[src/rtl/aenc_pkg.sv]
package aenc_pkg;
    localparam int NSRC    = 8;
    localparam int SRC_W   = $clog2(NSRC);
    localparam int NMASK   = 2;
    localparam int MASK_W  = 4;
    localparam int PRIO_W  = 16;
    localparam int PFLD_W  = 4;
    localparam int NPFLD   = PRIO_W / PFLD_W;
    localparam int GRP_ID  = 7;
    localparam int NGMEM   = 2;
    localparam int CNT_W   = $clog2(NMASK + 3);
    localparam int VEC_BASE = 'h400;
    localparam int VEC_STEP = 'h20;
    localparam int PRIO_ADDR = 'h10;

    typedef logic [NMASK-1:0][MASK_W-1:0] mask_arr_t;
    typedef logic [NSRC-1:0][CNT_W-1:0]   cnt_arr_t;
    typedef logic [NSRC-1:0][CNT_W:0]     dlt_arr_t;

    typedef struct packed {
        mask_arr_t         mask;
        logic [PRIO_W-1:0] prio;
        cnt_arr_t          cnt;
    } st_t;

    // source id fed by field k of mask register r (field 0 = top bit)
    function automatic int mask_src(input int r, input int k);
        case (r * MASK_W + k)
            0: return 1;
            1: return 2;
            2: return 3;
            4: return 4;
            5: return 5;
            6: return 6;
            7: return 7;
            default: return 0;
        endcase
    endfunction

    function automatic int prio_src(input int k);
        case (k)
            0: return 1;
            1: return 4;
            2: return 5;
            default: return 0;
        endcase
    endfunction

    function automatic int grp_mem(input int m);
        return (m == 0) ? 5 : 6;
    endfunction

    function automatic bit has_vec(input int id);
        return (id >= 1) && (id <= 6);
    endfunction

    function automatic int mask_set_addr(input int r);
        return r * 8;
    endfunction

    function automatic int mask_clr_addr(input int r);
        return r * 8 + 4;
    endfunction

    // number of fields and group entries that gate a source
    function automatic int src_max(input int id);
        int n;
        n = 0;
        for (int r = 0; r < NMASK; r++)
            for (int k = 0; k < MASK_W; k++)
                if (mask_src(r, k) == id) n++;
        for (int k = 0; k < NPFLD; k++)
            if (prio_src(k) == id) n++;
        for (int m = 0; m < NGMEM; m++)
            if (grp_mem(m) == id) n++;
        return n;
    endfunction
endpackage

[src/rtl/aenc_decode.sv]
module aenc_decode
    import aenc_pkg::*;
#(
    parameter int ADDR_W   = 32,
    parameter int DEC_BITS = 29
) (
    input  logic [ADDR_W-1:0] addr,
    output logic [NMASK-1:0]  hit_set,
    output logic [NMASK-1:0]  hit_clr,
    output logic              hit_prio
);
    logic [DEC_BITS-1:0] low_addr;
    logic                addr_hi_unused;

    assign low_addr       = addr[DEC_BITS-1:0];
    assign addr_hi_unused = ^addr[ADDR_W-1:DEC_BITS];

    for (genvar r = 0; r < NMASK; r++) begin : g_hit
        assign hit_set[r] = (low_addr == DEC_BITS'(mask_set_addr(r)));
        assign hit_clr[r] = (low_addr == DEC_BITS'(mask_clr_addr(r)));
    end

    assign hit_prio = (low_addr == DEC_BITS'(PRIO_ADDR));
endmodule

[src/rtl/aenc_delta.sv]
module aenc_delta
    import aenc_pkg::*;
(
    input  mask_arr_t         old_mask,
    input  mask_arr_t         new_mask,
    input  logic [PRIO_W-1:0] old_prio,
    input  logic [PRIO_W-1:0] new_prio,
    output dlt_arr_t          delta
);
    dlt_arr_t fchg;

    always_comb begin
        int  id;
        logic en_o, en_n;
        fchg = '0;
        for (int r = 0; r < NMASK; r++) begin
            for (int k = 0; k < MASK_W; k++) begin
                id   = mask_src(r, k);
                en_o = old_mask[r][MASK_W-1-k];
                en_n = new_mask[r][MASK_W-1-k];
                if (en_o != en_n)
                    fchg[SRC_W'(id)] = en_n ? fchg[SRC_W'(id)] + 1'b1
                                            : fchg[SRC_W'(id)] - 1'b1;
            end
        end
        for (int k = 0; k < NPFLD; k++) begin
            id   = prio_src(k);
            en_o = |old_prio[PRIO_W-1-k*PFLD_W -: PFLD_W];
            en_n = |new_prio[PRIO_W-1-k*PFLD_W -: PFLD_W];
            if (en_o != en_n)
                fchg[SRC_W'(id)] = en_n ? fchg[SRC_W'(id)] + 1'b1
                                        : fchg[SRC_W'(id)] - 1'b1;
        end
        delta = '0;
        for (int s = 1; s < NSRC; s++)
            if (has_vec(s)) delta[s] = fchg[s];
        // group field change walks down the member chain
        for (int m = 0; m < NGMEM; m++)
            delta[SRC_W'(grp_mem(m))] = delta[SRC_W'(grp_mem(m))] + fchg[GRP_ID];
    end
endmodule

[src/rtl/aenc_pick.sv]
module aenc_pick
    import aenc_pkg::*;
#(
    parameter int VEC_W = 12
) (
    input  logic [NSRC-1:0]  pend,
    input  logic [NSRC-1:0]  en,
    output logic             valid,
    output logic [VEC_W-1:0] code
);
    logic pend0_unused;
    assign pend0_unused = pend[0] & en[0];

    always_comb begin
        valid = 1'b0;
        code  = '0;
        for (int s = NSRC - 1; s >= 1; s--) begin
            if (pend[s] && en[s]) begin
                valid = 1'b1;
                code  = VEC_W'(VEC_BASE + VEC_STEP * s);
            end
        end
    end
endmodule

[src/rtl/aenc_ctrl.sv]
module aenc_ctrl
    import aenc_pkg::*;
#(
    parameter int ADDR_W   = 32,
    parameter int DATA_W   = 16,
    parameter int VEC_W    = 12,
    parameter int DEC_BITS = 29
) (
    input  logic              clk,
    input  logic              rst_n,
    input  logic [ADDR_W-1:0] bus_addr,
    input  logic              bus_we,
    input  logic [DATA_W-1:0] bus_wdata,
    output logic [DATA_W-1:0] bus_rdata,
    input  logic [NSRC-1:0]   irq_pend,
    output logic [NSRC-1:0]   src_en,
    output logic              vec_valid,
    output logic [VEC_W-1:0]  vec_code
);
    st_t               st_q, st_d;
    mask_arr_t         mask_nx;
    logic [PRIO_W-1:0] prio_nx;
    dlt_arr_t          delta;
    logic [NMASK-1:0]  hit_set, hit_clr;
    logic              hit_prio;
    mask_arr_t         mask_q;
    cnt_arr_t          cnt_q;

    aenc_decode #(.ADDR_W(ADDR_W), .DEC_BITS(DEC_BITS)) u_dec (
        .addr(bus_addr), .hit_set(hit_set), .hit_clr(hit_clr), .hit_prio(hit_prio)
    );

    always_comb begin
        mask_nx = st_q.mask;
        prio_nx = st_q.prio;
        if (bus_we) begin
            for (int r = 0; r < NMASK; r++) begin
                if (hit_set[r]) mask_nx[r] = st_q.mask[r] | bus_wdata[MASK_W-1:0];
                if (hit_clr[r]) mask_nx[r] = st_q.mask[r] & ~bus_wdata[MASK_W-1:0];
            end
            if (hit_prio) prio_nx = bus_wdata[PRIO_W-1:0];
        end
    end

    aenc_delta u_delta (
        .old_mask(st_q.mask), .new_mask(mask_nx),
        .old_prio(st_q.prio), .new_prio(prio_nx),
        .delta(delta)
    );

    always_comb begin
        st_d.mask = mask_nx;
        st_d.prio = prio_nx;
        for (int s = 0; s < NSRC; s++)
            st_d.cnt[s] = st_q.cnt[s] + delta[s][CNT_W-1:0];
    end

    always_ff @(posedge clk or negedge rst_n) begin
        if (!rst_n) st_q <= '0;
        else        st_q <= st_d;
    end

    always_comb begin
        for (int s = 0; s < NSRC; s++)
            src_en[s] = has_vec(s) && (src_max(s) != 0) &&
                        (st_q.cnt[s] == CNT_W'(src_max(s)));
    end

    always_comb begin
        bus_rdata = '0;
        for (int r = 0; r < NMASK; r++)
            if (hit_set[r] || hit_clr[r]) bus_rdata = DATA_W'(st_q.mask[r]);
        if (hit_prio) bus_rdata = DATA_W'(st_q.prio);
    end

    aenc_pick #(.VEC_W(VEC_W)) u_pick (
        .pend(irq_pend), .en(src_en), .valid(vec_valid), .code(vec_code)
    );

    assign mask_q = st_q.mask;
    assign cnt_q  = st_q.cnt;
endmodule

[config.mk]
export PLATFORM = sky130hd
export DESIGN_NAME = aenc_ctrl
export DESIGN_NICKNAME = d
export VERILOG_FILES = /design/src/rtl/aenc_pkg.sv /design/src/rtl/aenc_decode.sv /design/src/rtl/aenc_delta.sv /design/src/rtl/aenc_pick.sv /design/src/rtl/aenc_ctrl.sv
export SDC_FILE = /design/constraint.sdc
export NUM_CORES = 1
export LEC_CHECK = 0
export BUFFER_PORTS_ARGS = -buffer_cell sky130_fd_sc_hd__buf_2
export CORE_MARGIN = 10
export CORE_UTILIZATION = 42
export DETAILED_ROUTE_END_ITERATION = 6
export GPL_ROUTABILITY_DRIVEN = 0
export GPL_TIMING_DRIVEN = 1
export PLACE_DENSITY = 0.74
export SLEW_MARGIN = 25
export SYNTH_ARGS = -nofsm -noshare
export SYNTH_HDL_FRONTEND = slang
export SYNTH_SLANG_ARGS = --single-unit
export TNS_END_PERCENT = 5
[constraint.sdc]
create_clock -name clk -period 4.25 [get_ports clk]
set_input_delay 0.85 -clock clk [delete_from_list [all_inputs] [get_ports clk]]
set_output_delay 0.85 -clock clk [all_outputs]
set_load 0.005 [all_outputs]
==> flow_metrics.tcl, run 1 <==
set metrics [dict create \
    synth.area.top_cells "dfrtp_1 (41%), mux2_2 (12%), buf_4 (5.6%)" \
    end_kind "flop" \
    grt_start_max_net_pins 34 \
    maxCapViolations 0 \
    netSwitchingPower_mw 0.147 \
    max_freq_mhz 288 \
    setup_viol 0 \
    wire_per_inst_um 15.1 \
    path_class "in2reg" \
    grt_usage_pct 11.0 \
    crit_required_ps 4420 \
    avgSynthCellArea_um2 11.2 \
    antenna_found_initial 0 \
    combPwrFrac_pct 6.8 \
    gr-usage-met2_pct 19.1 \
    dieArea_mm2 0.00791 \
    routed_wirelength_mm 4.62 \
    drive_gt1_share_pct 44.2 \
    min_path_type "reg2reg" \
    crit_fanout 3 \
    pwr-share-clk_pct 49.3 \
    placement.io_buffers 73 \
    fin_skew_ps 3.85 \
    slew_violations 0 \
    path_clk_slew_ps 70 \
    drt_iter0_markers 79 \
    viasPerCell 4.93 \
    num_vias 1503 \
    drt_drc_violations_left 0 \
    tritoncts "done" \
    overflow 0 \
    ys_seq_elements 33 \
    hold_viol 0 \
    seqPwrFrac_pct 43.9 \
    met1_usage_pct 12.1 \
    holdBufCountCts 0 \
    synth.distinct_cells 36 \
    cts_buffer_depth 2 \
    syn_to_final_growth_pct 23.9 \
    die_w_um 88.9 \
    swShare_pct 20.5 \
    multi_input_area_mm2 0.00104 \
    cts_root_buf "clkbuf_8" \
    place_hpwl_mm 3.71 \
    netlist_top_cells_count "dfrtp_1 (33), mux2_2 (21), buf_4 (15)" \
    synth_top_area_share_pct 41.4 \
    slew_headroom_pct 50.4 \
    critPathArrivalTime_ps 3640 \
    synth.largest_area_cell "dfrtp_1" \
    rsz0062_at_grt "no" \
    cp.depth 13 \
    insertedDiodeCount 0 \
    synth-edff-count 0 \
    busiest_layer "met2" \
    start_util_pct 42.8 \
    post_cts_resized 0 \
    rows 25 \
    postSynthCellCount 178 \
    startpoint_type "primary input" \
    outcome "finished clean" \
    critPathMaxStageDelay_ps 540 \
    finalSetupTns_ps 0 \
    critPathTopFamily "adder cells" \
    htree_levels 2 \
    grt_pass1_vias 1550 \
    first_pass_iters 4 \
    fin_nets 319 \
    use_met3_pct 3.56 \
    hold_depth 1 \
    postRouteAntennaNets 0 \
    yosysMostFrequentCell "dfrtp_1" \
    p_leak_nw 1.39 \
    io_pins 96 \
    clock_sinks 33 \
    path_buf_inv 2 \
    seq_area_frac_synth_pct 41.4 \
    final-seq-area_um2 826 \
    power_density_mw_per_mm2 289 \
    die_height_um 88.9 \
    reg2reg_depth 9 \
    tightest_slew_ps 745 \
    synth.cell_area_mm2 0.00200 \
    fin_crit_sh_pct 81.8 \
    power.internal_mw 0.568 \
    core_area_mm2 0.00466 \
    fin_crit_ps 3480 \
    cp_slowest_cell "fa_1" \
    ys_async_sr_fraction_pct 100 \
    post_cts_buffers 0 \
    worstSkewPairLatency_ps 290 \
    fillers 402 \
    yosysWarnings 0 \
    ys.flop_type "dfrtp_1" \
    post-place-cells 297 \
    numCtsBuffers 5 \
    instances_no_fill 305 \
    grt_pass1_wl_mm 6.98 \
    vdd_drop_max_mv 0.215 \
    path_cells "buf_2 > nor4_1 > nand4_1 > nor2_1 > nand4b_1 > mux2i_1 > ha_1 > inv_1 > fa_1 > mux2i_1 > fa_1 > xor2_1 > xnor2_1" \
]
metrics by stage:
stage | instance area (um^2) | setup WS (ps) | util (%) | power [mW] | hold slack, ps
floorplan | 2040 | 592 | - | 0.344 | 446
global placement | 2340 | 534 | 50.2 | 0.367 | 458
global route | 2470 | 523 | 53.1 | 0.742 | 488
finish | 2470 | 774 | 53.1 | 0.715 | 473
CTS | 2470 | 732 | 53.1 | 0.722 | 477
detailed placement | 2340 | 451 | 50.2 | 0.368 | 468
final timing paths:
check / end / start / slack [ps]
max: cnt_q[5] / bus_addr[21] / 770
min: cnt_q[8] / cnt_q[8] / 470
max reg2reg: cnt_q[5] / st_q[36] / 1680
min reg2reg: cnt_q[8] / cnt_q[8] / 470
max in group asynchronous: cnt_q[5] / rst_n / 3150
min in group asynchronous: st_q[38] / rst_n / 620
routing by layer:
metal  share of wire, %  wire (um)
met1                 40       1830
met2                 50       2320
met3                9.7        448
met4               0.48         22
met5                  0          0
cell usage in the layout, fill, tap and decap left out, drive strengths merged, types with 3 or more instances in the layout:
cell type,count
a31oi,4
and2,13
buf,75
clkbuf,5
conb,14
dfrtp,33
fa,4
ha,6
inv,8
mux2,24
mux2i,10
nand2,3
nand4,5
nand4b,4
nor2,12
nor4,8
xnor2,7
layout make-up:
type | count | share of cell area, %
Inverter | 8 | 1.21
Sequential cell | 33 | 33.4
Tap cell | 54 | 2.73
Clock inverter | 3 | 2.63
Timing Repair Buffer | 75 | 15.4
Clock buffer | 5 | 2.78
Multi-Input combinational cell | 127 | 41.9
power by group through the flow:
| stage | Sequential [mW] | Clock, mW | Combinational, mW |
|---|---|---|---|
| 6_report | 0.314 | 0.352 | 0.0485 |
| 5_1_grt | 0.314 | 0.374 | 0.0543 |
| 4_1_cts | 0.314 | 0.360 | 0.0486 |
| 3_5_place_dp | 0.320 | 0 | 0.0484 |
| 3_3_place_gp | 0.320 | 0 | 0.0474 |
| 2_1_floorplan | 0.320 | 0 | 0.0236 |
kinds of logic (layout without fill, tap and decap cells):
| group | Yosys count | count (layout) | synth area share (%) |
|---|---|---|---|
| buffers and inverters | 31 | 91 | 9.15 |
| multiplexers | 34 | 34 | 18.6 |
| AO/OA/AOI/OAI | 7 | 7 | 2.01 |
| other | 1 | 14 | 0.188 |
| flip-flops | 33 | 33 | 41.4 |
| AND/OR/NAND/NOR | 54 | 54 | 17.4 |
| XOR/XNOR | 8 | 8 | 3.51 |
| adder cells (fa/ha/maj) | 10 | 10 | 7.77 |
(Power assumes the default switching activity.)
==> run 2, diff against run 1 <==
--- a/config.mk
+++ b/config.mk
@@ -11,7 +11,7 @@
 export DETAILED_ROUTE_END_ITERATION = 6
 export GPL_ROUTABILITY_DRIVEN = 0
 export GPL_TIMING_DRIVEN = 1
-export PLACE_DENSITY = 0.74
+export PLACE_DENSITY = 0.77
 export SLEW_MARGIN = 25
 export SYNTH_ARGS = -nofsm -noshare
 export SYNTH_HDL_FRONTEND = slang
==> constraint.sdc (replaced) <==
create_clock -name clk -period 3.07 [get_ports clk]
set_input_delay 0.614 -clock clk [delete_from_list [all_inputs] [get_ports clk]]
set_output_delay 0.614 -clock clk [all_outputs]
set_load 0.005 [all_outputs]
==> flow_metrics.tcl, run 2 (synthesis gave the netlist of run 1 again) <==
set metrics [dict create \
    antenna_found_initial 0 \
    drt_drc_violations_left 0 \
    use_met3_pct 5.01 \
    grt_start_max_net_pins 34 \
    whs_ps 368 \
    vdd_drop_max_mv 0.322 \
    dieArea_mm2 0.00791 \
    mostFrequentLayoutCells "buf_2 (71), dfrtp_1 (33), mux2_2 (21)" \
    post-place-cells 310 \
    path_cells "buf_2 > nor4_4 > nand4_1 > nor2_4 > nand4b_1 > mux2i_1 > ha_2 > inv_2 > fa_1 > mux2i_1 > fa_2 > xor2_1 > xnor2_1" \
    slew_violations 0 \
    startpoint_type "primary input" \
    grt_pass1_wl_mm 7.46 \
    htree_levels 2 \
    slew_headroom_pct 52.4 \
    routed_wirelength_mm 4.76 \
    cts_buffer_depth 2 \
    first_pass_iters 4 \
    critPathMaxStageDelay_ps 470 \
    busiest_layer "met2" \
    fin_crit_ps 2980 \
    tightest_slew_ps 714 \
    drive_gt1_share_pct 51.7 \
    syn_to_final_growth_pct 32.0 \
    drt_iter0_markers 82 \
    final_area_mm2 0.00263 \
    viasPerCell 4.90 \
    critPathArrivalTime_ps 3150 \
    place_hpwl_mm 3.89 \
    start_util_pct 42.8 \
    maxCapViolations 0 \
    grt_pass1_vias 1574 \
    core_area_mm2 0.00466 \
    grt_usage_pct 12.0 \
    cts_root_buf "clkbuf_8" \
    num_vias 1564 \
    fin_nets 333 \
    wire_per_inst_um 14.9 \
    rows 25 \
    max_freq_mhz 335 \
    outcome "finished clean" \
    crit_fanout 2 \
    gr-usage-met2_pct 19.4 \
    tritoncts "done" \
    finalSetupTns_ps 0 \
    clock_sinks 33 \
    min_path_type "in2async" \
    worstSkewPairLatency_ps 280 \
    cp_slowest_cell "fa_1" \
    layout_commonest_cell "buf_2" \
    path_clk_slew_ps 70 \
    fin_crit_sh_pct 97.1 \
    hold_viol 0 \
    end_kind "flop" \
    placed_cell_area_mm2 0.00250 \
    insertedDiodeCount 0 \
    fin_skew_ps 5.26 \
    postRouteAntennaNets 0 \
    instances_no_fill 319 \
    numCtsBuffers 5 \
    crit_required_ps 3240 \
    die_height_um 88.9 \
    placement.io_buffers 73 \
    met1_usage_pct 13.9 \
    power_density_mw_per_mm2 331 \
    overflow 0 \
    cpMostUsedCell "mux2i_1" \
    die_w_um 88.9 \
    rsz0062_at_grt "yes" \
    p_leak_nw 1.45 \
    io_pins 96 \
    finalWorstSetupSlack_ps 87.6 \
    setup_viol 0 \
    path_class "in2reg" \
    r2r_slack_ps 570 \
    dp_slack_ps -259 \
]
run 2: per-layer routing:
layer,wire length [um],vias up
met5,0,-
met4,44,0
met3,568,5
met2,2220,61
met1,1930,738
li1,-,760
run 2: where the power goes:
group	leakage [nW]	internal (mW)	total, mW	switching, mW
Clock	0.0542	0.202	0.357	0.155
Combinational	0.936	0.0363	0.0804	0.0441
Sequential	0.456	0.435	0.435	0.000000177
run 2: timing repair:
action	CTS	global route
setup buffers	0	1
hold buffers	0	0
endpoints found under the setup margin	0	2
resized for setup	0	6
run 2: worst paths after layout:
path	from	cells after the start	endpoint
max	bus_addr[22]	13	cnt_q[5]
min	rst_n	1	st_q[36]
max reg2reg	st_q[36]	9	cnt_q[5]
min reg2reg	cnt_q[8]	1	cnt_q[8]
max in group asynchronous	rst_n	1	mask_q[1]
min in group clk	cnt_q[8]	1	cnt_q[8]
run 2: worst max-delay path, delay by kind of cell:
kind | cells | cell delay, ps
simple gates | 4 | 710
xor+xnor | 2 | 290
buf+inv | 2 | 150
fa+ha+maj | 3 | 1140
mux | 2 | 230
run 2: cell type report:
class,instances,area (um^2)
repair buffers,89,498
fillers,416,2030
clock inverters,1,5.00
well taps,54,67.6
clock buffers,7,96.3
flip-flops and latches,33,826
inverters,8,30.0
multi-input cells,127,1110
run 2: stage by stage:
| stage | power [mW] | util [%] |
|---|---|---|
| 2_1_floorplan | 0.477 | - |
| 3_3_place_gp | 0.519 | 53.6 |
| 3_5_place_dp | 0.521 | 53.6 |
| 4_1_cts | 0.878 | 55.8 |
| 5_1_grt | 0.908 | 56.5 |
| 6_report | 0.873 | 56.5 |
==> run 3, diff against run 2 <==
--- a/config.mk
+++ b/config.mk
@@ -5,7 +5,7 @@
 export SDC_FILE = /design/constraint.sdc
 export NUM_CORES = 1
 export LEC_CHECK = 0
-export BUFFER_PORTS_ARGS = -buffer_cell sky130_fd_sc_hd__buf_2
+export BUFFER_PORTS_ARGS = -buffer_cell sky130_fd_sc_hd__buf_4
 export CORE_MARGIN = 10
 export CORE_UTILIZATION = 42
 export DETAILED_ROUTE_END_ITERATION = 6
==> flow_metrics.tcl, run 3 (synthesis gave the netlist of run 1 again) <==
set metrics [dict create \
    fin_crit_ps 3010 \
    clock_sinks 33 \
    busiest_layer "met2" \
    worstSkewPairLatency_ps 280 \
    hold_viol 0 \
    post-place-cells 308 \
    viasPerCell 4.94 \
    grt_start_max_net_pins 34 \
    startpoint_type "primary input" \
    io_pins 96 \
    dieArea_mm2 0.00791 \
    maxCapViolations 0 \
    instances_no_fill 316 \
    insertedDiodeCount 0 \
    crit_required_ps 3240 \
    dp_slack_ps -249 \
    finalPower_mw 0.841 \
    rsz0062_at_grt "yes" \
    path_clk_slew_ps 70 \
    syn_to_final_growth_pct 37.6 \
    post_cts_buffers 0 \
    setup_viol 0 \
    rows 25 \
    first_pass_iters 4 \
    cts_buffer_depth 2 \
    critPathMaxStageDelay_ps 530 \
    fin_crit_sh_pct 98.0 \
    use_met3_pct 5.10 \
    path_buf_inv 2 \
    layout_commonest_cell "buf_4" \
    cp.depth 13 \
    timing.rr.start "st_q[36]" \
    numCtsBuffers 5 \
    critPathTopFamily "adder cells" \
    tritoncts "done" \
    placement.io_buffers 73 \
    overflow 0 \
    end_kind "flop" \
    fin_nets 330 \
    drt_drc_violations_left 0 \
    fin_skew_ps 3.37 \
    die_w_um 88.9 \
    grt_pass1_vias 1632 \
    r2r_slack_ps 570 \
    vdd_drop_max_mv 0.216 \
    grt_usage_pct 12.2 \
    cp-startpoint "bus_addr[8]" \
    finalSetupTns_ps 0 \
    wire_per_inst_um 15.0 \
    outcome "finished clean" \
    drive_gt1_share_pct 48.5 \
    mostFrequentLayoutCells "buf_4 (86), dfrtp_1 (33), mux2_2 (21)" \
    cts_root_buf "clkbuf_8" \
    cpMostUsedCell "mux2i_1" \
    finalWorstSetupSlack_ps 62.4 \
    placed_cell_area_mm2 0.00267 \
    reg2reg_depth 9 \
    path_cells "buf_4 > nor4_2 > nand3_1 > nor2_4 > nand4b_1 > mux2i_1 > ha_1 > inv_1 > fa_1 > mux2i_1 > fa_2 > xor2_1 > xnor2_1" \
    final_area_mm2 0.00275 \
    max_freq_mhz 332 \
    slew_violations 0 \
    crit_fanout 2 \
    power_density_mw_per_mm2 306 \
    cp-endpoint "cnt_q[5]" \
    r2r_end "cnt_q[5]" \
    holdBufCountCts 0 \
    routed_wirelength_mm 4.75 \
    num_vias 1560 \
    start_util_pct 42.8 \
    postRouteAntennaNets 0 \
    p_leak_nw 1.46 \
    critPathArrivalTime_ps 3170 \
    die_height_um 88.9 \
    path_class "in2reg" \
    post_cts_resized 0 \
    gr-usage-met2_pct 19.8 \
    drt_iter0_markers 42 \
    cp_slowest_cell "fa_1" \
    place_hpwl_mm 3.85 \
    grt_pass1_wl_mm 7.70 \
    antenna_found_initial 0 \
    min_path_type "in2async" \
    htree_levels 2 \
    core_area_mm2 0.00466 \
    met1_usage_pct 14.5 \
]
run 3: changes by cell type in the layout (fill, tap and decap cells not counted), sizes merged:
cell / change
buf: -3
clkinv: -1
clkbuf: +1
run 3: final cells by class:
| type | instances | area (um^2) |
|---|---|---|
| well taps | 54 | 67.6 |
| multi-input cells | 127 | 1100 |
| inverters | 8 | 30.0 |
| repair buffers | 86 | 646 |
| flip-flops and latches | 33 | 826 |
| clock buffers | 8 | 80.1 |
| fillers | 401 | 1910 |
run 3: how the worst min path moves through the flow:
stage | slack (ps) | start | cells past startpoint | to
after floorplan | 320 | rst_n | 0 | asynchronous set/reset pin
after global placement | 460 | st_q[28] | 1 | st_q[28]
after detailed placement | 470 | st_q[29] | 1 | st_q[29]
after CTS | 280 | rst_n | 1 | st_q[38]
after global routing | 300 | rst_n | 1 | st_q[33]
final | 260 | rst_n | 1 | st_q[38]
run 3: layer usage:
layer / vias up / part of all wire (%)
li1: 756 / -
met1: 732 / 41
met2: 65 / 46
met3: 7 / 11
met4: 0 / 1.1
met5: - / 0
run 3: report_power, final:
group | internal [mW] | switching [mW] | total (mW)
Clock | 0.161 | 0.151 | 0.312
Combinational | 0.0518 | 0.0427 | 0.0944
Sequential | 0.435 | 0.000000179 | 0.435
Total | 0.648 | 0.194 | 0.841
run 3: per-stage QoR:
step                hold WS [ps]  utilization, %
floorplan                    318               -
global placement             459            57.2
detailed placement           467            57.2
CTS                          278            58.9
global route                 300            58.9
finish                       260            58.9
